File: config.mk
export PLATFORM = sky130hd
export DESIGN_NAME = txn_sequencer
export DESIGN_NICKNAME = d
export VERILOG_FILES = /design/src/rtl/txn_seq_pkg.sv /design/src/rtl/txn_timer.sv /design/src/rtl/txn_status.sv /design/src/rtl/txn_sequencer.sv
export SDC_FILE = /design/constraint.sdc
export NUM_CORES = 1
export LEC_CHECK = 0
export ABC_AREA = 1
export BUFFER_PORTS_ARGS = -buffer_cell sky130_fd_sc_hd__buf_2
export CAP_MARGIN = 5
export CELL_PAD_IN_SITES_DETAIL_PLACEMENT = 2
export CELL_PAD_IN_SITES_GLOBAL_PLACEMENT = 2
export CORE_MARGIN = 8
export CORE_UTILIZATION = 28
export DETAILED_ROUTE_END_ITERATION = 8
export GPL_TIMING_DRIVEN = 0
export PLACE_DENSITY_LB_ADDON = 0.1
export SLEW_MARGIN = 20
export SYNTH_ARGS = -nofsm -noshare
export SYNTH_HDL_FRONTEND = slang
export SYNTH_SLANG_ARGS = --single-unit
File: constraint.sdc
create_clock -name clk -period 1.65 [get_ports clk]
set_input_delay 0.2475 -clock clk [delete_from_list [all_inputs] [get_ports clk]]
set_output_delay 0.2475 -clock clk [all_outputs]
set_load 0.01 [all_outputs]
File: src/rtl/txn_seq_pkg.sv
package txn_seq_pkg;
    typedef enum logic [2:0] {
        ST_SLEEP,
        ST_IDLE,
        ST_OSC,
        ST_SETTLE,
        ST_TX_DATA,
        ST_ACK_WAIT,
        ST_LISTEN,
        ST_TX_ACK
    } seq_state_e;

    localparam int unsigned STAT_W    = 4;
    localparam int unsigned BIT_DONE  = 0;
    localparam int unsigned BIT_ACKOK = 1;
    localparam int unsigned BIT_TMO   = 2;
    localparam int unsigned BIT_RXPKT = 3;
endpackage

File: src/rtl/txn_timer.sv
module txn_timer #(
    parameter int unsigned TW = 8
) (
    input  logic          clk,
    input  logic          rst_n,
    input  logic          load,
    input  logic [TW-1:0] load_val,
    output logic          expired
);
    typedef struct packed {
        logic [TW-1:0] cnt;
        logic          armed;
    } tmr_t;

    tmr_t tmr_d, tmr_q;

    always_comb begin
        tmr_d = tmr_q;
        if (load) begin
            tmr_d.cnt   = load_val;
            tmr_d.armed = 1'b1;
        end else if (tmr_q.armed && (tmr_q.cnt != '0)) begin
            tmr_d.cnt = tmr_q.cnt - TW'(1);
        end
    end

    always_ff @(posedge clk or negedge rst_n) begin
        if (!rst_n) tmr_q <= '0;
        else        tmr_q <= tmr_d;
    end

    assign expired = tmr_q.armed && (tmr_q.cnt == '0);

    // a fresh load reports expiry at once only for a zero length
    p_load_len_r4: assert property (@(posedge clk) disable iff (!rst_n)
        load |=> (expired == ($past(load_val) == '0)))
        else $error("p_load_len_r4");
endmodule

File: src/rtl/txn_status.sv
module txn_status
    import txn_seq_pkg::*;
(
    input  logic              clk,
    input  logic              rst_n,
    input  logic [STAT_W-1:0] set,
    input  logic              rd,
    output logic [STAT_W-1:0] stat
);
    logic [STAT_W-1:0] stat_d, stat_q;

    always_comb begin
        stat_d = rd ? '0 : stat_q;
        stat_d = stat_d | set;
    end

    always_ff @(posedge clk or negedge rst_n) begin
        if (!rst_n) stat_q <= '0;
        else        stat_q <= stat_d;
    end

    assign stat = stat_q;

    p_clear_on_read_r11: assert property (@(posedge clk) disable iff (!rst_n)
        (rd && (set == '0)) |=> (stat == '0))
        else $error("p_clear_on_read_r11");

    p_sticky_r11: assert property (@(posedge clk) disable iff (!rst_n)
        !rd |=> ((stat & $past(stat)) == $past(stat)))
        else $error("p_sticky_r11");
endmodule

File: src/rtl/txn_sequencer.sv
module txn_sequencer
    import txn_seq_pkg::*;
#(
    parameter int unsigned TW            = 8,
    parameter int unsigned SETTLE_CYCLES = 4
) (
    input  logic              clk,
    input  logic              rst_n,
    input  logic              tx_go,
    input  logic              cfg_rx_txn,
    input  logic              cfg_end_idle,
    input  logic [TW-1:0]     ack_wait_cycles,
    output logic              osc_en,
    input  logic              osc_ready,
    output logic              synth_en,
    output logic              fr_tx_start,
    output logic              fr_tx_ack_sel,
    input  logic              fr_tx_done,
    output logic              fr_rx_en,
    input  logic              fr_rx_valid,
    input  logic              fr_rx_crc_ok,
    input  logic              fr_rx_is_ack,
    output logic              rx_buf_commit,
    input  logic              stat_rd,
    output logic [STAT_W-1:0] status,
    output logic              irq,
    output logic              in_sleep,
    output logic              busy
);
    localparam logic [TW-1:0] SETTLE_VAL = TW'(SETTLE_CYCLES);

    typedef struct packed {
        seq_state_e state;
        logic       rx_mode;
        logic       commit;
    } seq_t;

    seq_t              seq_d, seq_q;
    logic              tmr_load;
    logic [TW-1:0]     tmr_val;
    logic              tmr_expired;
    logic [STAT_W-1:0] stat_set;
    logic              ack_hit, data_hit;
    seq_state_e        end_st;

    assign ack_hit  = fr_rx_valid && fr_rx_crc_ok && fr_rx_is_ack;
    assign data_hit = fr_rx_valid && fr_rx_crc_ok && !fr_rx_is_ack;
    assign end_st   = cfg_end_idle ? ST_IDLE : ST_SLEEP;

    always_comb begin
        seq_d        = seq_q;
        seq_d.commit = 1'b0;
        stat_set     = '0;
        tmr_load     = 1'b0;
        tmr_val      = SETTLE_VAL;
        unique case (seq_q.state)
            ST_SLEEP, ST_IDLE: begin
                if (tx_go) begin
                    seq_d.state   = ST_OSC;
                    seq_d.rx_mode = 1'b0;
                end else if (cfg_rx_txn) begin
                    seq_d.state   = ST_OSC;
                    seq_d.rx_mode = 1'b1;
                end
            end
            ST_OSC: begin
                if (osc_ready) begin
                    seq_d.state = ST_SETTLE;
                    tmr_load    = 1'b1;
                end
            end
            ST_SETTLE: begin
                if (tmr_expired) seq_d.state = seq_q.rx_mode ? ST_LISTEN : ST_TX_DATA;
            end
            ST_TX_DATA: begin
                if (fr_tx_done) begin
                    seq_d.state = ST_ACK_WAIT;
                    tmr_load    = 1'b1;
                    tmr_val     = ack_wait_cycles;
                end
            end
            ST_ACK_WAIT: begin
                if (ack_hit) begin
                    seq_d.state         = end_st;
                    stat_set[BIT_DONE]  = 1'b1;
                    stat_set[BIT_ACKOK] = 1'b1;
                end else if (tmr_expired) begin
                    seq_d.state        = end_st;
                    stat_set[BIT_DONE] = 1'b1;
                    stat_set[BIT_TMO]  = 1'b1;
                end
            end
            ST_LISTEN: begin
                if (data_hit) begin
                    seq_d.state         = ST_TX_ACK;
                    seq_d.commit        = 1'b1;
                    stat_set[BIT_RXPKT] = 1'b1;
                end else if (!cfg_rx_txn) begin
                    seq_d.state = end_st;
                end
            end
            ST_TX_ACK: begin
                if (fr_tx_done) seq_d.state = ST_LISTEN;
            end
            default: seq_d.state = ST_SLEEP;
        endcase
    end

    always_ff @(posedge clk or negedge rst_n) begin
        if (!rst_n) seq_q <= '{state: ST_SLEEP, rx_mode: 1'b0, commit: 1'b0};
        else        seq_q <= seq_d;
    end

    txn_timer #(.TW(TW)) u_timer (
        .clk      (clk),
        .rst_n    (rst_n),
        .load     (tmr_load),
        .load_val (tmr_val),
        .expired  (tmr_expired)
    );

    txn_status u_status (
        .clk   (clk),
        .rst_n (rst_n),
        .set   (stat_set),
        .rd    (stat_rd),
        .stat  (status)
    );

    assign osc_en        = (seq_q.state != ST_SLEEP);
    assign synth_en      = (seq_q.state == ST_SETTLE) || (seq_q.state == ST_TX_DATA) ||
                           (seq_q.state == ST_ACK_WAIT) || (seq_q.state == ST_LISTEN) ||
                           (seq_q.state == ST_TX_ACK);
    assign fr_tx_start   = (seq_q.state == ST_TX_DATA) || (seq_q.state == ST_TX_ACK);
    assign fr_tx_ack_sel = (seq_q.state == ST_TX_ACK);
    assign fr_rx_en      = (seq_q.state == ST_ACK_WAIT) || (seq_q.state == ST_LISTEN);
    assign rx_buf_commit = seq_q.commit;
    assign in_sleep      = (seq_q.state == ST_SLEEP);
    assign busy          = (seq_q.state != ST_SLEEP) && (seq_q.state != ST_IDLE);
    assign irq           = |status;

    p_tx_after_synth_r3: assert property (@(posedge clk) disable iff (!rst_n)
        $rose(fr_tx_start) |-> $past(synth_en))
        else $error("p_tx_after_synth_r3");

    p_data_then_wait_r3: assert property (@(posedge clk) disable iff (!rst_n)
        (fr_tx_start && !fr_tx_ack_sel && fr_tx_done) |=> fr_rx_en)
        else $error("p_data_then_wait_r3");

    p_tmo_ends_r4: assert property (@(posedge clk) disable iff (!rst_n)
        $rose(status[BIT_TMO]) |-> !busy)
        else $error("p_tmo_ends_r4");

    p_end_state_r6: assert property (@(posedge clk) disable iff (!rst_n)
        $fell(busy) |-> (in_sleep == !$past(cfg_end_idle)))
        else $error("p_end_state_r6");

    p_ack_reply_r8: assert property (@(posedge clk) disable iff (!rst_n)
        rx_buf_commit |-> (fr_tx_start && fr_tx_ack_sel))
        else $error("p_ack_reply_r8");

    p_no_ack_commit_r9: assert property (@(posedge clk) disable iff (!rst_n)
        rx_buf_commit |-> $past(fr_rx_valid && fr_rx_crc_ok && !fr_rx_is_ack))
        else $error("p_no_ack_commit_r9");

    p_irq_on_rx_r10: assert property (@(posedge clk) disable iff (!rst_n)
        rx_buf_commit |-> irq)
        else $error("p_irq_on_rx_r10");
endmodule

# After elaboration in Yosys (flattened, before gate mapping)
# Cells that the tools add are included.
totals:
  word_cells: 74
  out_inout_bits: 13
  in_bits: 19
  ff_bits: 18
op_classes:
  bitwise_logic: 1
  n_mux: 28
  addsub: 1
  n_reduce_logical: 23
  n_eq_ne: 15
ops:
  columns: ["op", "count"]
  rows:
  - ["two-way mux 8 bit", 4]
  - ["two-way mux 3 bit", 9]
  - ["one-hot mux 3 bit (7 select lines)", 1]
  - ["equality test 3 bit (second input constant)", 4]
  - ["two-way mux 4 bit", 3]
  - ["two-way mux 1 bit", 9]
  - ["inequality test 3 bit (second input constant)", 3]
  - ["logical NOT 8 bit", 1]
  - ["nonzero test 8 bit", 1]
  - ["subtractor 8 x 1 -> 8 bit (second input constant)", 1]
  - ["AND reduction 7 bit", 1]
  - ["equality test 3 x 2 -> 1 bit (second input constant)", 2]
  - ["logical AND 1 bit", 6]
  - ["logical OR 1 bit", 6]
  - ["inequality test 2 bit (second input constant)", 3]
  - ["bitwise OR 4 bit", 1]
  - ["nonzero test 2 bit", 2]
  - ["OR reduction 4 bit", 1]
  - ["equality test 3 x 1 -> 1 bit (second input constant)", 1]
  - ["logical NOT 3 bit", 1]
  - ["inequality test 3 x 1 -> 1 bit (second input constant)", 1]
  - ["nonzero test 3 bit", 1]
  - ["two-way mux 2 bit", 1]
  - ["inequality test 2 x 1 -> 1 bit (second input constant)", 1]
  - ["other kinds (4)", 4]

# Longest topological paths before layout
# Gate-level depths: netlist (run 1).
logic_depth:
  word_depth: 6
  mapped_depth: 10
  mapped_depth_nobuf: 10

# Hierarchy
# From an unflattened synthesis (run 1), not the netlist that was laid out.
hier_totals:
  cells_unflattened: 213
  area_unflattened_um2: 1428.9
modules_own_cells:
  columns: ["mod", "seq_area_each_um2", "area_per_inst_um2", "cells_each", "instances"]
  rows:
  - ["txn_sequencer", 125.1, 648.1, 104, 1]
  - ["txn_timer", 225.2, 631.9, 92, 1]
  - ["txn_status", 100.1, 148.9, 17, 1]

# Worst setup path after synthesis (run 1)
# OpenSTA, ideal clock, no wires.
synth_timing:
  path_type: "flip-flop to flip-flop"
  from: "register u_timer.tmr_q[1] (netlist name)"
  to: "register u_timer.tmr_q[2] (netlist name)"
  required_time_ps: 1533
  synth_period_minus_slack_ps: 1521
  arrival_ps: 1403
  path_stages_with_launch: 11
  path_slack_ps: 129
  setup_time_ps: 117
  path_buffers: 1
  path_cell_list: "dfrtp_1 inv_1 ha_1 nand2_1 nor2_2 nand2_1 nand2_1 nand2_4 buf_12 nand2_2 o21ai_2"
synth_between:
  elab_chain_len: 3
  word_cells_on_any_way: 6
  cone_classes: "1 x add/sub; 2 x mux; 3 x reduce/logical"
synth_rtl:
  columns: ["item", "line", "rtl"]
  rows:
  - ["start: declaration", "txn_timer.sv:15", "tmr_t tmr_d, tmr_q;"]
  - ["start signal: assignment", "txn_timer.sv:29", "else tmr_q <= tmr_d;"]
  - ["subtractor 8 x 1 -> 8 bit or nonzero test 8 bit (tied branches)", "txn_timer.sv:23, txn_timer.sv:22", null]
  - ["two-way mux 8 bit or logical AND 1 bit (tied branches)", "txn_timer.sv:22", "end else if (tmr_q.armed && (tmr_q.cnt != '0)) begin"]
  - ["two-way mux 8 bit or nonzero test 2 bit (tied branches)", null, null]
# Several ways; a longest one is shown, not always the timed one. The select of a mux whose other input is x is not followed.
# A chain may end at the register's enable or synchronous reset.

# Final worst setup path (run 1)
layout_timing:
  from: "register seq_q[3] (netlist name)"
  to: "output port osc_en"
layout_between:
  elab_chain_len: 1
layout_rtl:
  columns: ["item", "line", "rtl"]
  rows:
  - ["start: declaration", "txn_sequencer.sv:38", "seq_t seq_d, seq_q;"]
  - ["start signal: assignment", "txn_sequencer.sv:110", "if (!rst_n) seq_q <= '{state: ST_SLEEP, rx_mode: 1'b0, commit: 1'b0};"]
  - ["start signal: assignment", "txn_sequencer.sv:111", "else seq_q <= seq_d;"]
  - ["nonzero test 3 bit", "txn_sequencer.sv:130", "assign osc_en = (seq_q.state != ST_SLEEP);"]
  - ["end: declaration", "txn_sequencer.sv:13", "output logic osc_en,"]
# Every way passes these cells.

==> run_results.csv, run 1 <==
group,metric,value,unit
critical_path,crit_path_start_kind,"register",
timing,fin_crit_sh,96.0,%
synth,yosys-top-cells-count,"51 x nand2_1, 19 x inv_1, 18 x dfrtp_1, 18 x nor2_1, 16 x nand3_1",
synth,ys.flop_type,"dfrtp_1",
drt,totalWireLength,4120,um
grt,gr-total-overflow,0,
timing,finalHoldViolCount,0,
drt,dr.pass1.iters,5,
critical_path,worstPathRequired,1.40,ns
die,design.core.area,4350,sq um
place,placed_cell_area,1480,sq um
die,die_y,83.1,um
synth,synthTopCellsByArea,"dfrtp_1 36%, nand2_1 15%, nand3_1 6.3%, inv_1 5.6%, nor2_1 5.4%",
drt,drt_iter0_markers,33,
clocking,numCtsBuffers,3,
layout,antenna_cells,0,
hold_path,hold_depth,2,
layout,utilization,37.1,%
critical_path,critPathCaptureType,"output pin",
critical_path,timing.rr.end,"u_timer.tmr_q[2]",
status,status,"completed",
hold_path,hold_path_class,"primary input to register",
timing,timing.fmax,0.631,GHz
critical_path,worstPathMaxFanout,8,
synth,synthDistinctLibCells,27,
synth,ys_seq_area_share,35.7,%
timing,fin_crit,1.58,ns
synth,syn_avg_cell_area,7.05,sq um
place,pre_cts_ws,-0.0991,ns
die,dieArea,6910,sq um
timing,tns,0,ns
timing,tightest_slew,0.466,ns
critical_path,worst_r2r_startpoint,"u_timer.tmr_q[2]",
grt,grt_pass1_wl,6680,um
drt,viasPerCell,4.76,
grt,antenna_found_initial,0,
die,start_util,29.0,%
synth,synth.most_common_cell,"nand2_1",
critical_path,rrSetupSlack,0.09,ns
timing,setup_violations,0,
die,rows,24,
grt,grt_max_degree,19,
critical_path,reg2regPathDepth,10,
timing,slew_viol_final,0,
synth,netlist_instances,179,
clocking,clk_latency,0.25,ns
die,die_w,83.1,um
drt,avgRoutedWirePerCell,15.2,um
synth,synthDominantCellAreaShare,35.7,%
synth,syn-cell-area,1260,sq um
power,irDropWorstVdd,0.589,mV
grt,grtUsageTotal,11.5,%
hold_path,hold_path_end,"seq_q[1]",
power,p_leak,0.000853,uW
synth,yosysWarnings,0,
drt,drc,0,
clocking,cts.sinks,18,
clocking,htreeDepth,1,
clocking,cts_tree,"done",
layout,syn2layout_area_growth,28.0,%
place,hpwl,3240,um
hold_path,worstHoldStart,"tx_go",
clocking,path_clk_slew,0.07,ns
synth,async_flop_share,100,%
critical_path,setup.worst_path.class,"register to output pin",
timing,fin_skew,0.00301,ns
synth,synth_top_area_cell,"dfrtp_1",
drt,vias,1290,
place,portBuffers,31,
die,pin_count,32,
layout,fill_cells,538,
synth,syn_nets,199,
synth,synth-edff-count,0,
layout,layout.nets,241,
timing,setup_slack,0.0654,ns
flow_run,max_cap_violations,0,
synth,ys_seq_elements,18,
critical_path,critPathLaunch,"seq_q[3]",
drt,antenna_left,0,
place,routabilityCongestion,0.830,
grt,grt_pass1_vias,1383,
clocking,root_buffer,"clkbuf_8",
clocking,clock_path_buffers,2,
critical_path,critPathArrivalTime,1.34,ns
layout,drive_gt1_share,36.5,%
power,powerDensity,1750,nW/um^2
timing,slew_headroom,68.9,%
layout,finalInstanceArea,1620,sq um
-- metrics by stage --
stage	total power [uW]	hold slack (ns)	std cells
after floorplan	1910	-0.0481	179
after global placement	2290	0.219	262
after detailed placement	2370	0.234	262
after CTS	2730	0.167	266
after global routing	3110	0.180	271
final	2830	0.175	271
-- state kept, by name, indices dropped and copies added, names as in the netlist --
name and cells:
seq_q 4, u_status.stat 4, u_timer.tmr_q 9, rx_buf_commit 1
-- layout by cell type, fill, tap and decap left out, drive strengths merged --
cell         Yosys  layout
clkinvlp         0       1
inv             24      23
nand2           60      60
dfrtp           18      18
nor3             1       1
nand3           20      20
nor2            22      22
o21ai           13      13
a21oi            1       1
nand3b           1       1
ha               1       1
or2              2       2
a21o             1       1
nand4            7       7
clkbuf           0       3
dlygate4sd3      0       1
xnor2            1       1
buf              4      40
o211ai           1       1
o22ai            2       2
-- worst max-delay path: stages, from the launching register on --
cell     delay [ns]
dfrtp_1        0.37
buf_6          0.14
nor2_4         0.17
inv_1          0.07
nor2_1         0.14
inv_1          0.05
buf_2          0.14
-- worst max-delay path by stage --
| stage | endpoint | slack, ns | cells after the start |
|---|---|---|---|
| 2_1_floorplan | u_timer.tmr_q[2] | 0.13 | 10 |
| 3_3_place_gp | u_timer.tmr_q[2] | -0.07 | 10 |
| 3_5_place_dp | u_timer.tmr_q[2] | -0.1 | 10 |
| 4_1_cts | u_timer.tmr_q[2] | 0.02 | 10 |
| 5_1_grt | fr_rx_en | -0.004 | 4 |
| 6_report | osc_en | 0.07 | 6 |
-- repair_timing --
action                                 in CTS  in global routing
setup endpoints to repair                  11                 13
pin swaps                                   1                  2
gates resized for setup                     4                  8
hold buffers                                1                  0
buffers inserted                            0                  5
endpoints found under the hold margin      18                  0
-- report_power, final --
part,internal (uW),leakage (uW),switching (uW)
Sequential,596,0.000225,110
Clock,162,0.0000216,152
Combinational,688,0.000607,1120
Total,1450,0.000853,1380
-- logic make-up after synthesis --
| family | count (synthesis) | share of synthesized area, % |
|---|---|---|
| XOR/XNOR | 1 | 0.694 |
| flip-flops | 18 | 35.7 |
| AND/OR/NAND/NOR | 113 | 43.1 |
| adder cells (fa/ha/maj) | 1 | 0.991 |
| AO/OA/AOI/OAI | 18 | 8.92 |
| buffers and inverters | 28 | 10.6 |
-- routing by layer --
layer | track usage [%] | vias to the layer above | routed length (um)
met5 | 0 | - | 0
met4 | 1.44 | 0 | 18
met3 | 3.42 | 2 | 180
met2 | 18.9 | 25 | 1980
met1 | 14.7 | 607 | 1940
li1 | - | 656 | -
-- layout make-up --
cell class              count  area, sq um  share of cell area (%)
plain buffers               4         41.3                    2.55
flip-flops and latches     18          452                    27.9
multi-input cells         133          718                    44.4
inverters                  24         96.3                    5.96
well taps                  52         65.1                    4.02
clock buffers               3         41.3                    2.55
repair buffers             37          203                    12.5
Power figures use the tool's default switching activity.
==> run 2, diff against run 1 <==
RECOVER_POWER = 25   (was unset)
==> run_results.csv, run 2 (synthesis results as in run 1) <==
group,metric,value,unit
critical_path,worstPathMaxFanout,8,
drt,vias,1290,
critical_path,slowest_delay,0.37,ns
layout,layout_commonest_cell,"nand2_1",
place,hpwl,3240,um
timing,holdWs,0.175,ns
clocking,numCtsBuffers,3,
critical_path,timing.critical_path.cells,"buf_6 > nor2_4 > inv_1 > nor2_1 > inv_1 > buf_2",
place,portBuffers,31,
hold_path,hold_path_class,"primary input to register",
timing,fin_skew,0.00301,ns
die,start_util,29.0,%
drt,antenna_left,0,
timing,tightest_slew,0.518,ns
timing,setup_violations,0,
clocking,root_buffer,"clkbuf_8",
critical_path,cpMostUsedCell,"inv_1",
layout,fill_cells,538,
critical_path,worst_r2r_startpoint,"u_timer.tmr_q[2]",
clocking,cts_tree,"done",
place,placed_cell_area,1480,sq um
critical_path,crit_path_start_kind,"register",
drt,dr.pass1.iters,5,
layout,finalInstanceArea,1620,sq um
grt,grtUsageTotal,11.5,%
layout,most-common-layout-cells,"47 x nand2_1, 32 x buf_2, 18 x nor2_1",
layout,antenna_cells,0,
drt,viasPerCell,4.76,
timing,fin_crit,1.58,ns
power,irDropWorstVdd,0.589,mV
clocking,cts.sinks,18,
grt,antenna_found_initial,0,
clocking,clock_path_buffers,2,
timing,finalHoldViolCount,0,
die,rows,24,
grt,grt_max_degree,19,
clocking,clk_latency,0.25,ns
critical_path,critPathArrivalTime,1.34,ns
layout,drive_gt1_share,36.5,%
die,design.core.area,4350,sq um
critical_path,worstPathRequired,1.40,ns
timing,slew_viol_final,0,
place,routabilityCongestion,0.830,
die,dieArea,6910,sq um
grt,grt_pass1_wl,6680,um
critical_path,critPathLaunch,"seq_q[3]",
status,status,"completed",
timing,slew_headroom,65.4,%
timing,tns,0,ns
critical_path,crit_family,"buffers and inverters",
grt,grt_pass1_vias,1383,
critical_path,cp_slowest_cell,"dfrtp_1",
flow_run,max_cap_violations,0,
grt,gr-total-overflow,0,
die,pin_count,32,
critical_path,critPathCaptureType,"output pin",
critical_path,setup.worst_path.class,"register to output pin",
critical_path,path_buf_inv,4,
timing,timing.fmax,0.631,GHz
power,powerDensity,1750,nW/um^2
drt,drt_iter0_markers,33,
timing,fin_crit_sh,96.0,%
die,die_w,83.1,um
layout,largest_reg_flops,9,
layout,layout.nets,241,
layout,regMostFlops,"u_timer.tmr_q",
drt,drc,0,
die,die_y,83.1,um
hold_path,worstHoldStart,"tx_go",
drt,avgRoutedWirePerCell,15.2,um
drt,totalWireLength,4120,um
clocking,path_clk_slew,0.07,ns
power,p_leak,0.000854,uW
layout,syn2layout_area_growth,28.0,%
clocking,htreeDepth,1,
[run 2: final timing paths]
kind | end | slack, ns | depth (start not counted)
max | osc_en | 0.07 | 6
min | seq_q[1] | 0.17 | 2
max reg2reg | u_timer.tmr_q[2] | 0.09 | 10
min reg2reg | u_timer.tmr_q[8] | 0.51 | 2
max in group asynchronous | seq_q[2] | 0.78 | 2
min in group asynchronous | u_timer.tmr_q[2] | 0.49 | 2
[run 2: what timing repair did]
item	in CTS	in global routing
hold buffers	1	0
setup buffers	0	5
endpoints found under the hold margin	18	0
endpoints found under the setup margin	11	13
resized for setup	4	8
pin swaps	1	2
[run 2: worst reg2reg max path: cells and delay by family, from the launching register on]
family | cells | cell delay (ns)
compound gates | 1 | 0.05
fa+ha+maj | 1 | 0.16
buf+inv | 2 | 0.28
flops | 1 | 0.38
simple gates | 6 | 0.58
[run 2: final cells by class]
cell class | instances | area, sq um | area share (%)
Clock buffer | 3 | 41.3 | 2.55
Buffer | 4 | 41.3 | 2.55
Inverter | 24 | 96.3 | 5.96
Multi-Input combinational cell | 133 | 718 | 44.4
Tap cell | 52 | 65.1 | 4.02
Timing Repair Buffer | 37 | 203 | 12.5
Sequential cell | 18 | 452 | 27.9
[run 2: where the power goes]
group,switching (uW),internal [uW],leakage (uW)
clock,152,162,0.0000216
sequential,110,596,0.000225
combinational,1120,688,0.000607
[run 2: through the flow]
stage	setup WS, ns	power [uW]	util, %	instances
after detailed placement	-0.0991	2370	34.1	262
after floorplan	0.129	1910	-	179
after CTS	0.0184	2730	35.5	266
after global placement	-0.0735	2290	34.1	262
after global routing	-0.00365	3110	37.1	271
final	0.0654	2830	37.1	271
[run 2: routing by layer]
metal  global-route usage [%]  share of wire, %  vias up
li1                         -                 -      656
met1                     14.7                47      607
met2                     18.9                48       25
met3                     3.42               4.4        2
met4                     1.44              0.44        0
met5                        0                 0        -
==> run 3, diff against run 2 <==
--- a/config.mk
+++ b/config.mk
@@ -11,5 +11,4 @@
 export CELL_PAD_IN_SITES_DETAIL_PLACEMENT = 2
 export CELL_PAD_IN_SITES_GLOBAL_PLACEMENT = 2
-export CORE_MARGIN = 8
 export CORE_UTILIZATION = 28
 export DETAILED_ROUTE_END_ITERATION = 8
==> constraint.sdc (replaced) <==
create_clock -name clk -period 1.65 [get_ports clk]
set_input_delay 0.165 -clock clk [delete_from_list [all_inputs] [get_ports clk]]
set_output_delay 0.165 -clock clk [all_outputs]
set_load 0.01 [all_outputs]
==> run_results.csv, run 3 (synthesis results as in run 1) <==
group,metric,value,unit
status,status,"completed",
critical_path,worstPathRequired,1.80,ns
layout,largest_reg_flops,9,
power,p_comb_share,62.8,%
layout,utilization,36.6,%
grt,grt_max_degree,19,
layout,fill_cells,527,
grt,grt_pass1_vias,1444,
critical_path,critPathCaptureType,"register",
power,switching_share,49.4,%
clocking,clk_latency,0.26,ns
timing,timing.fmax,0.656,GHz
critical_path,cpMostUsedCell,"nand2_2",
power,p_seq_share,25.6,%
drt,vias,1286,
power,powerDensity,1750,nW/um^2
timing,slew_viol_final,0,
place,hpwl,3070,um
drt,avgRoutedWirePerCell,14.5,um
timing,finalHoldViolCount,0,
critical_path,slowest_delay,0.40,ns
timing,fin_skew,0.00233,ns
clocking,root_buffer,"clkbuf_8",
power,p_switching,1370,uW
layout,multiInputGateArea,718,sq um
die,die_w,69.1,um
timing,tns,0,ns
drt,viasPerCell,4.80,
critical_path,timing.critical_path.cells,"inv_2 > ha_4 > nand2_2 > nor2_4 > nand2_2 > nand2_2 > nand2_4 > buf_12 > nand2_2 > o21ai_2",
timing,holdWs,0.0956,ns
power,clkPwrFrac,11.6,%
layout,layout_commonest_cell,"nand2_1",
grt,grt_pass1_wl,6770,um
clocking,clock_path_buffers,2,
clocking,path_clk_slew,0.07,ns
layout,most-common-layout-cells,"47 x nand2_1, 32 x buf_2, 18 x nor2_1, 18 x dfrtp_1, 16 x inv_1",
place,portBuffers,31,
timing,fin_crit_sh,92.4,%
clocking,cts_tree,"done",
grt,antenna_found_initial,0,
critical_path,cp_slowest_cell,"dfrtp_1",
layout,layout.nets,238,
critical_path,rrSetupSlack,0.13,ns
timing,slew_headroom,26.3,%
critical_path,worstPathMaxFanout,10,
clocking,cts.sinks,18,
critical_path,critPathLaunch,"u_timer.tmr_q[2]",
power,p_leak,0.000835,uW
critical_path,critPathArrivalTime,1.68,ns
layout,syn2layout_area_growth,26.1,%
timing,fin_crit,1.52,ns
timing,setup_violations,0,
flow_run,max_cap_violations,0,
die,design.core.area,4350,sq um
drt,drt_iter0_markers,73,
die,start_util,29.0,%
layout,drive_gt1_share,35.2,%
critical_path,crit_path_start_kind,"register",
die,dieArea,4780,sq um
die,rows,24,
drt,drc,0,
layout,regMostFlops,"u_timer.tmr_q",
place,routabilityCongestion,0.810,
grt,gr-total-overflow,0,
power,internal_power,1410,uW
clocking,htreeDepth,1,
die,pin_count,32,
drt,dr.pass1.iters,6,
drt,totalWireLength,3880,um
clocking,numCtsBuffers,3,
power,irDropWorstVdd,0.548,mV
layout,seqCellArea,450,sq um
critical_path,worst_r2r_startpoint,"u_timer.tmr_q[2]",
die,die_y,69.1,um
hold_path,worstHoldStart,"tx_go",
timing,tightest_slew,1.11,ns
critical_path,setup.worst_path.class,"register to register",
grt,grtUsageTotal,17.6,%
drt,antenna_left,0,
layout,antenna_cells,0,
timing,rsz0062_at_grt,"false",
hold_path,hold_path_class,"primary input to register",
## run 3: cell count changes in the layout (fill, tap and decap cells not counted), sizes merged
cell,change
buf,-3
## run 3: critical path, delay by kind of cell (launching register included)
| family | cells | cell delay [ns] |
|---|---|---|
| AOI/OAI and AO/OA | 1 | 0.05 |
| adders and majority gates | 1 | 0.14 |
| buffers and inverters | 2 | 0.24 |
| DFF | 1 | 0.40 |
| and+or+nand+nor | 6 | 0.59 |
## run 3: through the flow
stage	instance area [sq um]	instances	total power, uW	setup WS, ns
global placement	1480	262	2280	-0.0729
global route	1590	268	3080	0.00990
CTS	1550	266	2750	0.00846
finish	1590	268	2780	0.125
floorplan	1260	179	1910	0.129
detailed placement	1480	262	2380	-0.118
## run 3: timing repair
item	in CTS	in global routing
gates cloned	0	0
hold buffers	1	0
endpoints found under the setup margin	11	11
pin swaps	1	1
buffers inserted	0	2
resized for setup	5	7
hold endpoints to repair	18	0
## run 3: metal layers
layer	global-route usage (%)	vias up	share of wire, %
li1	-	650	-
met1	22.8	613	48
met2	30.4	19	48
met3	2.19	4	2.3
met4	5.44	0	1.1
met5	0	-	0
## run 3: worst paths after layout
kind	endpoint	cells after the start
max in group asynchronous	seq_q[3]	2
min	seq_q[1]	2
min reg2reg	u_timer.tmr_q[8]	2
min in group asynchronous	u_timer.tmr_q[6]	2
max reg2reg	u_timer.tmr_q[5]	10
max	u_timer.tmr_q[5]	10
## run 3: layout make-up
type | instances | area share, %
tap | 52 | 4.09
clock buffer | 3 | 2.59
multi-input combinational | 133 | 45.1
timing repair buffer | 34 | 11.2
inverter | 24 | 6.05
sequential | 18 | 28.3
buffer | 4 | 2.59
## run 3: power by group through the flow
stage | clock network [uW] | logic, uW | registers [uW]
finish | 322 | 1750 | 711
global route | 362 | 1990 | 729
CTS | 347 | 1700 | 707
detailed placement | 0 | 1660 | 712
global placement | 0 | 1580 | 700
floorplan | 0 | 1220 | 688
